**config.mk**
```make
export PLATFORM = sky130hd
export DESIGN_NAME = fsp_access_guard
export DESIGN_NICKNAME = d
export VERILOG_FILES = /design/src/rtl/fsp_pkg.sv /design/src/rtl/fsp_region_map.sv /design/src/rtl/fsp_classify.sv /design/src/rtl/fsp_lock_regs.sv /design/src/rtl/fsp_policy.sv /design/src/rtl/fsp_access_guard.sv
export SDC_FILE = /design/constraint.sdc
export NUM_CORES = 1
export LEC_CHECK = 0
export ABC_AREA = 0
export BUFFER_PORTS_ARGS = -buffer_cell sky130_fd_sc_hd__buf_4
export CAP_MARGIN = 20
export CELL_PAD_IN_SITES_DETAIL_PLACEMENT = 1
export CELL_PAD_IN_SITES_GLOBAL_PLACEMENT = 1
export CORE_ASPECT_RATIO = 1.75
export CORE_MARGIN = 3
export CORE_UTILIZATION = 31
export DETAILED_ROUTE_END_ITERATION = 8
export GPL_TIMING_DRIVEN = 0
export PLACE_DENSITY_LB_ADDON = 0.1
export SLEW_MARGIN = 20
export SYNTH_ARGS = -nofsm -noshare
export SYNTH_HDL_FRONTEND = slang
export SYNTH_SLANG_ARGS = --single-unit
```
**constraint.sdc**
```tcl
create_clock -name clk -period 9.6 [get_ports clk]
set_input_delay 1.92 -clock clk [delete_from_list [all_inputs] [get_ports clk]]
set_output_delay 1.92 -clock clk [all_outputs]
set_load 0.02 [all_outputs]
```
**src/rtl/fsp_pkg.sv**
```systemverilog
package fsp_pkg;
  typedef enum logic [1:0] {
    REG_BOOT = 2'd0,
    REG_CODE = 2'd1,
    REG_DATA = 2'd2
  } region_e;

  typedef enum logic [1:0] {
    ACC_READ  = 2'd0,
    ACC_EXEC  = 2'd1,
    ACC_WRITE = 2'd2,
    ACC_RSVD  = 2'd3
  } kind_e;

  localparam int CTL_W      = 2;
  localparam int LOCK_BIT   = 0;
  localparam int WPROT_BIT  = 1;
endpackage

```
**src/rtl/fsp_region_map.sv**
```systemverilog
module fsp_region_map #(
  parameter int CFG_W        = 8,
  parameter int CMP_W        = 9,
  parameter int NBLK         = 32,
  parameter int BOOT_DEFAULT = 0,
  parameter int APP_DEFAULT  = 0
) (
  input  logic [CFG_W-1:0] cfg_boot,
  input  logic [CFG_W-1:0] cfg_app,
  output logic [CMP_W-1:0] eff_boot,
  output logic [CMP_W-1:0] eff_app
);
  localparam logic [CMP_W-1:0] LIMIT = CMP_W'(NBLK);

  logic [CMP_W-1:0] wide_boot;
  logic [CMP_W-1:0] wide_app;

  always_comb begin
    wide_boot = CMP_W'(cfg_boot);
    wide_app  = CMP_W'(cfg_app);
    eff_boot  = (wide_boot > LIMIT) ? CMP_W'(BOOT_DEFAULT) : wide_boot;
    eff_app   = (wide_app  > LIMIT) ? CMP_W'(APP_DEFAULT)  : wide_app;
  end
endmodule

```
**src/rtl/fsp_classify.sv**
```systemverilog
module fsp_classify
  import fsp_pkg::*;
#(
  parameter int CMP_W = 9
) (
  input  logic [CMP_W-1:0] eff_boot,
  input  logic [CMP_W-1:0] eff_app,
  input  logic [CMP_W-1:0] blk,
  output region_e          region
);
  always_comb begin
    if (eff_boot == '0)          region = REG_BOOT;
    else if (blk < eff_boot)     region = REG_BOOT;
    else if (eff_app == '0)      region = REG_CODE;
    else if (eff_app <= eff_boot) region = REG_DATA;
    else if (blk < eff_app)      region = REG_CODE;
    else                         region = REG_DATA;
  end
endmodule

```
**src/rtl/fsp_lock_regs.sv**
```systemverilog
module fsp_lock_regs
  import fsp_pkg::*;
(
  input  logic             clk,
  input  logic             rst_n,
  input  logic             reg_wr_en,
  input  logic [CTL_W-1:0] reg_wr_data,
  input  logic             reg_from_boot,
  input  logic             acc_valid,
  input  logic             pc_outside_boot,
  output logic             boot_lock,
  output logic             app_wp,
  output logic             lock_active,
  output logic             lock_now
);
  always_ff @(posedge clk) begin
    if (!rst_n) begin
      boot_lock   <= 1'b0;
      app_wp      <= 1'b0;
      lock_active <= 1'b0;
    end else begin
      if (reg_wr_en && reg_wr_data[LOCK_BIT] && reg_from_boot) boot_lock <= 1'b1;
      if (reg_wr_en && reg_wr_data[WPROT_BIT])                 app_wp    <= 1'b1;
      if (acc_valid && boot_lock && pc_outside_boot)           lock_active <= 1'b1;
    end
  end

  assign lock_now = lock_active || (boot_lock && pc_outside_boot);

  assert_lock_sticky_R10: assert property (@(posedge clk) disable iff (!rst_n)
    boot_lock |=> boot_lock);
  assert_wp_sticky_R10: assert property (@(posedge clk) disable iff (!rst_n)
    app_wp |=> app_wp);
  assert_active_sticky_R9: assert property (@(posedge clk) disable iff (!rst_n)
    lock_active |=> lock_active);
  assert_active_needs_lock_R9: assert property (@(posedge clk) disable iff (!rst_n)
    lock_active |-> boot_lock);
  assert_lock_only_from_boot_R8: assert property (@(posedge clk) disable iff (!rst_n)
    (!boot_lock && !(reg_wr_en && reg_from_boot)) |=> !boot_lock);
endmodule

```
**src/rtl/fsp_policy.sv**
```systemverilog
module fsp_policy
  import fsp_pkg::*;
(
  input  kind_e   kind,
  input  region_e pc_region,
  input  region_e tgt_region,
  input  logic    app_wp,
  input  logic    lock_now,
  output logic    allow
);
  always_comb begin
    allow = 1'b0;
    unique case (kind)
      ACC_WRITE: begin
        unique case (tgt_region)
          REG_CODE: allow = (pc_region == REG_BOOT) && !app_wp;
          REG_DATA: allow = (pc_region != REG_DATA);
          default:  allow = 1'b0;
        endcase
      end
      ACC_READ, ACC_EXEC: allow = !((tgt_region == REG_BOOT) && lock_now);
      default: allow = 1'b0;
    endcase
  end

  always_comb begin
    if (kind == ACC_WRITE && tgt_region == REG_BOOT)
      assert_no_boot_write_R6: assert (!allow);
    if (kind == ACC_WRITE && tgt_region == REG_CODE && app_wp)
      assert_wp_blocks_code_R7: assert (!allow);
  end
endmodule

```
**src/rtl/fsp_access_guard.sv**
```systemverilog
module fsp_access_guard
  import fsp_pkg::*;
#(
  parameter int FLASH_BYTES  = 8192,
  parameter int BLOCK_BYTES  = 256,
  parameter int CFG_W        = 8,
  parameter int BOOT_DEFAULT = 0,
  parameter int APP_DEFAULT  = 0,
  localparam int ADDR_W      = $clog2(FLASH_BYTES)
) (
  input  logic              clk,
  input  logic              rst_n,
  input  logic [CFG_W-1:0]  cfg_boot_end,
  input  logic [CFG_W-1:0]  cfg_app_end,
  input  logic              acc_valid,
  input  logic [ADDR_W-1:0] acc_pc,
  input  logic [ADDR_W-1:0] acc_addr,
  input  logic [1:0]        acc_kind,
  input  logic              reg_wr_en,
  input  logic [CTL_W-1:0]  reg_wr_data,
  input  logic [ADDR_W-1:0] reg_pc,
  output logic              rsp_valid,
  output logic              rsp_allow,
  output logic              rsp_viol,
  output logic [1:0]        rsp_region,
  output logic              boot_lock,
  output logic              app_wp,
  output logic              lock_active
);
  localparam int BLK_SHIFT = $clog2(BLOCK_BYTES);
  localparam int NBLK      = FLASH_BYTES / BLOCK_BYTES;
  localparam int BIDX_W    = ADDR_W - BLK_SHIFT;
  localparam int CMP_W     = ((BIDX_W > CFG_W) ? BIDX_W : CFG_W) + 1;
  localparam int NSRC      = 3;
  localparam int SRC_PC    = 0;
  localparam int SRC_TGT   = 1;
  localparam int SRC_REG   = 2;

  logic [CMP_W-1:0] eff_boot;
  logic [CMP_W-1:0] eff_app;
  logic [CMP_W-1:0] src_blk [NSRC];
  region_e          src_region [NSRC];
  logic             lock_now;
  logic             allow_d;

  fsp_region_map #(
    .CFG_W(CFG_W), .CMP_W(CMP_W), .NBLK(NBLK),
    .BOOT_DEFAULT(BOOT_DEFAULT), .APP_DEFAULT(APP_DEFAULT)
  ) map_i (
    .cfg_boot(cfg_boot_end), .cfg_app(cfg_app_end),
    .eff_boot(eff_boot), .eff_app(eff_app)
  );

  assign src_blk[SRC_PC]  = CMP_W'(acc_pc[ADDR_W-1:BLK_SHIFT]);
  assign src_blk[SRC_TGT] = CMP_W'(acc_addr[ADDR_W-1:BLK_SHIFT]);
  assign src_blk[SRC_REG] = CMP_W'(reg_pc[ADDR_W-1:BLK_SHIFT]);

  for (genvar g = 0; g < NSRC; g++) begin : g_cls
    fsp_classify #(.CMP_W(CMP_W)) cls_i (
      .eff_boot(eff_boot), .eff_app(eff_app),
      .blk(src_blk[g]), .region(src_region[g])
    );
  end

  fsp_lock_regs lock_i (
    .clk(clk), .rst_n(rst_n),
    .reg_wr_en(reg_wr_en), .reg_wr_data(reg_wr_data),
    .reg_from_boot(src_region[SRC_REG] == REG_BOOT),
    .acc_valid(acc_valid),
    .pc_outside_boot(src_region[SRC_PC] != REG_BOOT),
    .boot_lock(boot_lock), .app_wp(app_wp),
    .lock_active(lock_active), .lock_now(lock_now)
  );

  fsp_policy pol_i (
    .kind(kind_e'(acc_kind)),
    .pc_region(src_region[SRC_PC]),
    .tgt_region(src_region[SRC_TGT]),
    .app_wp(app_wp), .lock_now(lock_now),
    .allow(allow_d)
  );

  always_ff @(posedge clk) begin
    if (!rst_n) begin
      rsp_valid  <= 1'b0;
      rsp_allow  <= 1'b0;
      rsp_viol   <= 1'b0;
      rsp_region <= 2'd0;
    end else begin
      rsp_valid  <= acc_valid;
      rsp_allow  <= acc_valid && allow_d;
      rsp_viol   <= acc_valid && !allow_d;
      rsp_region <= acc_valid ? src_region[SRC_TGT] : 2'd0;
    end
  end

  assert_boot_write_denied_R6: assert property (@(posedge clk) disable iff (!rst_n)
    (acc_valid && acc_kind == ACC_WRITE && src_region[SRC_TGT] == REG_BOOT)
      |=> (rsp_valid && !rsp_allow && rsp_viol));
  assert_data_pc_no_write_R6: assert property (@(posedge clk) disable iff (!rst_n)
    (acc_valid && acc_kind == ACC_WRITE && src_region[SRC_PC] == REG_DATA) |=> !rsp_allow);
  assert_locked_boot_read_R9: assert property (@(posedge clk) disable iff (!rst_n)
    (acc_valid && lock_active && acc_kind != ACC_WRITE && src_region[SRC_TGT] == REG_BOOT)
      |=> rsp_viol);
  assert_one_response_R11: assert property (@(posedge clk) disable iff (!rst_n)
    acc_valid |=> (rsp_valid && (rsp_allow != rsp_viol)));
  assert_idle_quiet_R11: assert property (@(posedge clk) disable iff (!rst_n)
    !acc_valid |=> (!rsp_valid && !rsp_allow && !rsp_viol));
endmodule

```
# After elaboration in Yosys (flattened, before gate mapping)
# Index checks and enable logic that the tools add are counted.
# W data, S select, Z words.
# totals
register_bits,8
output_inout_bits,8
# op_classes
n_lt_le_gt_ge,9
n_eq_ne,5
mux,19
reduce_logical,23
# ops
op,count
$lt A5 B8 Y1,6
$mux W2,15
$logic_not A9 Y1,2
$gt A8 B6 Y1 const B,2
$mux W8,2
$logic_and A1 B1 Y1,10
$le A8 B8 Y1,1
$logic_not A2 Y1,4
$eq A2 B1 Y1 const B,2
$eq A2 B2 Y1 const B,2
$pmux W1 S2,2
$logic_not A1 Y1,3
$ne A2 B2 Y1 const B,1
$reduce_and A2 Y1,1
$reduce_bool A2 Y1,1
$reduce_or A2 Y1,1
$logic_or A1 B1 Y1,1

# Depth between registers and ports, before layout
# logic_depth
ltp_word,16
mapped_depth,15
mapped_depth_nobuf,15

# Modules after synthesis
# A second synthesis with hierarchy kept.
# unflattened
cells_unflattened,314
hier_area_um2,2471.1
# modules_own_cells
mod,n_inst,cells_each,area_per_inst_um2,seq_area_each_um2
fsp_classify,3,85,653.1,0.0
fsp_region_map,1,25,172.7,0.0
fsp_access_guard,1,13,148.9,100.1
fsp_lock_regs,1,10,105.1,60.1
fsp_policy,1,11,85.1,0.0

# Worst setup path before layout
# OpenSTA, ideal clock, no wires.
# synth_timing
kind,input to register
start,in cfg_app_end[7]
end,reg rsp_allow
t_arrival_ns,4.488
path_slack_ns,5.037
cell_stages,13
n_path_buf,0
cell_sequence,nor3_1 nand2_1 ha_1 o21ai_0 a31o_2 a211oi_1 o31ai_2 nand3b_1 ha_1 nor2_1 nand2_1 or3_1 o22ai_1
# synth_via
elab_chain_len,15
word_cells_on_any_way,30
classes_between,order compare: 4; eq/ne: 3; mux: 13; reduce/logical: 10
# synth_lines
element,line_no,text
start: declaration,fsp_access_guard.sv:14,"input logic [CFG_W-1:0] cfg_app_end,"
$gt A8 B6 Y1,fsp_region_map.sv:22,eff_app = (wide_app > LIMIT) ? CMP_W'(APP_DEFAULT) : wide_app;
$mux W8 *,fsp_region_map.sv:22,
$lt A5 B8 Y1,fsp_classify.sv:16,else if (blk < eff_app) region = REG_CODE;
$mux W2,fsp_classify.sv:16,
$mux W2,fsp_classify.sv:15,else if (eff_app <= eff_boot) region = REG_DATA;
$mux W2,fsp_classify.sv:14,else if (eff_app == '0) region = REG_CODE;
$mux W2,fsp_classify.sv:13,else if (blk < eff_boot) region = REG_BOOT;
$mux W2,fsp_classify.sv:12,if (eff_boot == '0) region = REG_BOOT;
$reduce_bool A2 Y1,fsp_access_guard.sv:70,".pc_outside_boot(src_region[SRC_PC] != REG_BOOT),"
$logic_and A1 B1 Y1,fsp_lock_regs.sv:28,assign lock_now = lock_active || (boot_lock && pc_outside_boot);
$logic_or A1 B1 Y1,fsp_lock_regs.sv:28,
$logic_and A1 B1 Y1,fsp_policy.sv:21,"ACC_READ, ACC_EXEC: allow = !((tgt_region == REG_BOOT) && lock_now);"
$logic_not A1 Y1,fsp_policy.sv:21,
$pmux W1 S2 *,fsp_policy.sv:13,unique case (kind)
$logic_and A1 B1 Y1 *,fsp_access_guard.sv:91,rsp_allow <= acc_valid && allow_d;
end signal: assignment,fsp_access_guard.sv:91,
end: declaration,fsp_access_guard.sv:23,"output logic rsp_allow,"
# Every way passes the cells marked *; elsewhere a longest branch is shown, timed or not.
# A chain may end at the register's enable or synchronous reset.

# Final worst setup path
# Same ends and word-level chain as after synthesis.

==> summary.md <==
| Metric | Value |
|---|---|
| Origin of the worst min-delay path | lock_i.lock_active |
| X dimension of the die | between 50 and 60 um |
| Final period demand of the worst path | just under 5 ns |
| CP max stage delay | between 0.5 and 0.6 ns |
| Worst Path Arrival | about 5.1 ns |
| RD Place Congestion | between 0.7 and 0.8 |
| Gate count of the mapped netlist | 141 |
| Height of the chip | roughly 86 um |
| Outcome | finished clean |
| Total of hold buffers inserted after clock tree synthesis | 0 |
| Antenna violations before repair | 0 |
| Initial DRC Count | 13 |
| Sequential area share after synthesis | about 14% |
| Critical path peak fanout | 8 |
| Grt ovf | 0 |
| Via count | about 1200 |
| Summed instance area of the synthesized netlist | 1140 sq um |
| Worst IR drop on VDD | between 0.00004 and 0.00005 V |
| Clock buffers created by TritonCTS | 3 |
| Compound-gate portion of the synthesized area | 25.8% |
| Synthesized-area fraction occupied by and/or/nand/nor cells | 21.6% |
| Largest net degree at the start of global routing | 9 |
| Worst hold path type | flop to flop |
| H-tree levels | 1 |
| Later-pin clock latency in the skew report | 0.23 ns |
| Routed wire length | roughly 3.5 mm |
| Post CTS Setup Buffer Count | 0 |
| Average wire per cell in the routed design | 14.7 um |
| IO Pins | 71 |
| Final design area excluding fillers | 1590 sq um |
| Count of standard-cell rows | 28 |
| Total Negative Setup Slacks | 0 ns |
| Element type at the critical path end | flop |
| Slew Limit Headroom | a little over half |
| Critical path required time | 9.75 ns |
| Number of nets with antenna violations after detailed routing | 0 |
| Multiplexer share of the synthesized area | 0% |
| CP max stage cell | nor3_1 |
| Number of cells in the finished layout apart from fillers | 237 |
| Warning count from the yosys run | 0 |
| Slack of the worst reg-to-reg path | 8.51 ns |
| Cell Area, Placed | roughly 1600 sq um |
| Critical setup path kind | primary input to flop |
| Cell count after placement | 234 |
| FF+latch count, synth | 8 |
| Share of the core filled with cells | 45.9% |
| Total of max-cap violations | 0 |
| Combinational family with the most area after synthesis | adder cells |
| Unrepaired setup endpoints after global routing | no |
| Power density of the placed cells | between 70 and 80 nW/um^2 |
| Total number of clock tree sinks | 8 |
| Area of the core | 3470 sq um |
| Buffers on Ports | 46 |
| Final Slew Violations | 0 |
| Buffering stage count on the worst path with inverters included | 1 |
| Post-route clock period utilization | 51.6% |
| Transition time at the pin with the least slew margin | around 0.71 ns |
| Resized cells post-CTS | 0 |
| Final hold viol count | 0 |
| Die area | 4470 sq um |
| DRC viols | 0 |
| Cell count of the worst reg-to-reg path | 4 |
| Worst hold path stage count | 1 |
| Final worst clock skew | 0.00482 ns |
| Global-route wire length before repair | 5.66 mm |
| Number of setup violations in the final report | 0 |
| Number of library cell types mapped by synthesis | 35 |
| Detailed-placement wirelength estimate | between 3 and 4 mm |
| Xor/xnor share of the synthesized area | 0% |
| Root buf cell | clkbuf_8 |
| Antenna diode count | 0 |
| Largest delay share family, worst path | simple AND/OR/NAND/NOR gates |
| Startpoint of the most critical register-to-register path | lock_i.boot_lock |
| Number of global-route vias before repair | 1347 |
| Cells along the critical path | buf_4, nor3_1, nand2_1, ha_1, o21ai_0, a31o_2, a211oi_1, o31ai_2, nand3b_1, ha_1, nor2_1, nand2_1, or3_1, o22ai_1 |
| Starting Density | 32.9% |
| Synthesized area divided by synthesized cell count | 8.09 sq um |
| Clock Path Buffers | 2 |
| Maximum operating frequency | slightly above 200 MHz |
| Vias per cell | 5.24 |
| Leakage power summed over all cells | 0.801 nW |
| Sink of the worst hold path | lock_i.lock_active |
| TritonCTS clock tree | built |
| Area growth, synth to finish | 39.5% |
| Share of synthesized cell area in full adder, half adder and majority cells | 34.0% |
| Endpoint of the worst-slack reg-to-reg timing path | rsp_viol |
| Fin nets | 288 |
| Global-route usage over all layers | between 10% and 20% |
| Worst hold margin | 0.499 ns |
| Clock-pin slew on the worst setup and hold paths | 0.04 ns |
| Count of TritonRoute iterations in the first routing pass | 4 |
| Worst setup SP type | primary input |
| Layout cell share with drive strength beyond 1 | about 30% |
## area by class of cell
| type | instances | area [sq um] |
|---|---|---|
| Timing Repair Buffer | 46 | 345 |
| Fill cell | 433 | 1880 |
| Multi-Input combinational cell | 123 | 943 |
| Inverter | 12 | 45.0 |
| Sequential cell | 8 | 160 |
| Clock buffer | 3 | 41.3 |
| Tap cell | 45 | 56.3 |
## power by group
group / switching, mW / internal, mW / leakage (nW) / total [mW]
Combinational: 0.0239 / 0.0254 / 0.714 / 0.0493
Sequential: 0.000772 / 0.0347 / 0.0655 / 0.0355
Clock: 0.0131 / 0.0271 / 0.0216 / 0.0402
## per-stage QoR
stage	power [mW]	setup WS, ns
2_1_floorplan	0.0616	5.04
3_5_place_dp	0.0852	4.41
3_3_place_gp	0.0829	4.49
5_1_grt	0.134	4.37
6_report	0.125	4.65
4_1_cts	0.127	4.62
## flip-flops by register name, summed over array words and instances, names as in the netlist
signal and cells:
lock_i.boot_lock 1, rsp_viol 1, rsp_region 2, rsp_valid 1, lock_i.app_wp 1, lock_i.lock_active 1, rsp_allow 1
## placed cells by master (no fill, tap or decap), types with 3 or more instances in the layout
master / n
nor3_1: 3
clkbuf_8: 3
a21oi_1: 9
conb_1: 4
nand4_1: 3
dfxtp_1: 8
ha_1: 31
nor2_1: 13
o21ai_0: 5
nand2_1: 13
inv_1: 12
buf_4: 46
a21o_1: 5
o21a_1: 4
## Yosys cell counts
cell       count  area share (%)
nor3b_1        1            0.66
inv_1         12             3.9
nand3b_1       1            0.66
nor2b_1        1            0.55
o2111ai_1      2             1.5
o22ai_1        2             1.1
nor3_4         1             1.4
nand4_1        3             1.6
or3b_2         1            0.77
a211oi_1       2             1.3
a211o_1        2             1.5
nor4_1         1            0.55
nand2b_1       2             1.1
or3_1          1            0.55
a21oi_1        9             3.9
a21o_1         5             3.3
or4_4          1            0.99
a31o_2         2             1.5
nor3_1         3             1.3
o21a_1         4             2.6
and2_1         2             1.1
ha_1          31              34
nand2_1       13             4.3
o211a_1        1            0.88
o211ai_1       2             1.3
o311a_1        1            0.88
o31ai_2        2             2.2
a21boi_0       1            0.66
o31a_1         1            0.77
nor3_2         1            0.88
conb_1         2            0.66
nor2_1        13             4.3
nand3_1        2            0.88
dfxtp_1        8              14
o21ai_0        5             2.2
## per-layer routing
layer	track usage, %	vias up	share of wire [%]
li1	-	624	-
met1	14.9	574	34
met2	33.7	36	58
met3	1.55	9	4.3
met4	8.35	0	3.5
met5	0	-	0
## worst max-delay path by stage
stage,startpoint,to,cells after the start
2_1_floorplan,cfg_app_end[7],rsp_allow,13
6_report,cfg_app_end[7],rsp_allow,14
3_5_place_dp,cfg_app_end[7],rsp_allow,14
3_3_place_gp,cfg_app_end[7],rsp_allow,14
5_1_grt,cfg_app_end[7],rsp_allow,14
4_1_cts,cfg_app_end[7],rsp_allow,14
## cells by family after synthesis
family / Yosys count
other: 2
buffers and inverters: 12
AO/OA/AOI/OAI: 41
adder cells (fa/ha/maj): 31
flip-flops: 8
AND/OR/NAND/NOR: 47
## worst register-to-register path, cell delays in order, from the launching register on
cell,delay [ns]
dfxtp_1,0.38
o2111ai_1,0.15
a21oi_1,0.22
and2_1,0.15
o31a_1,0.12
No activity file was read; power rests on OpenSTA's default activity.
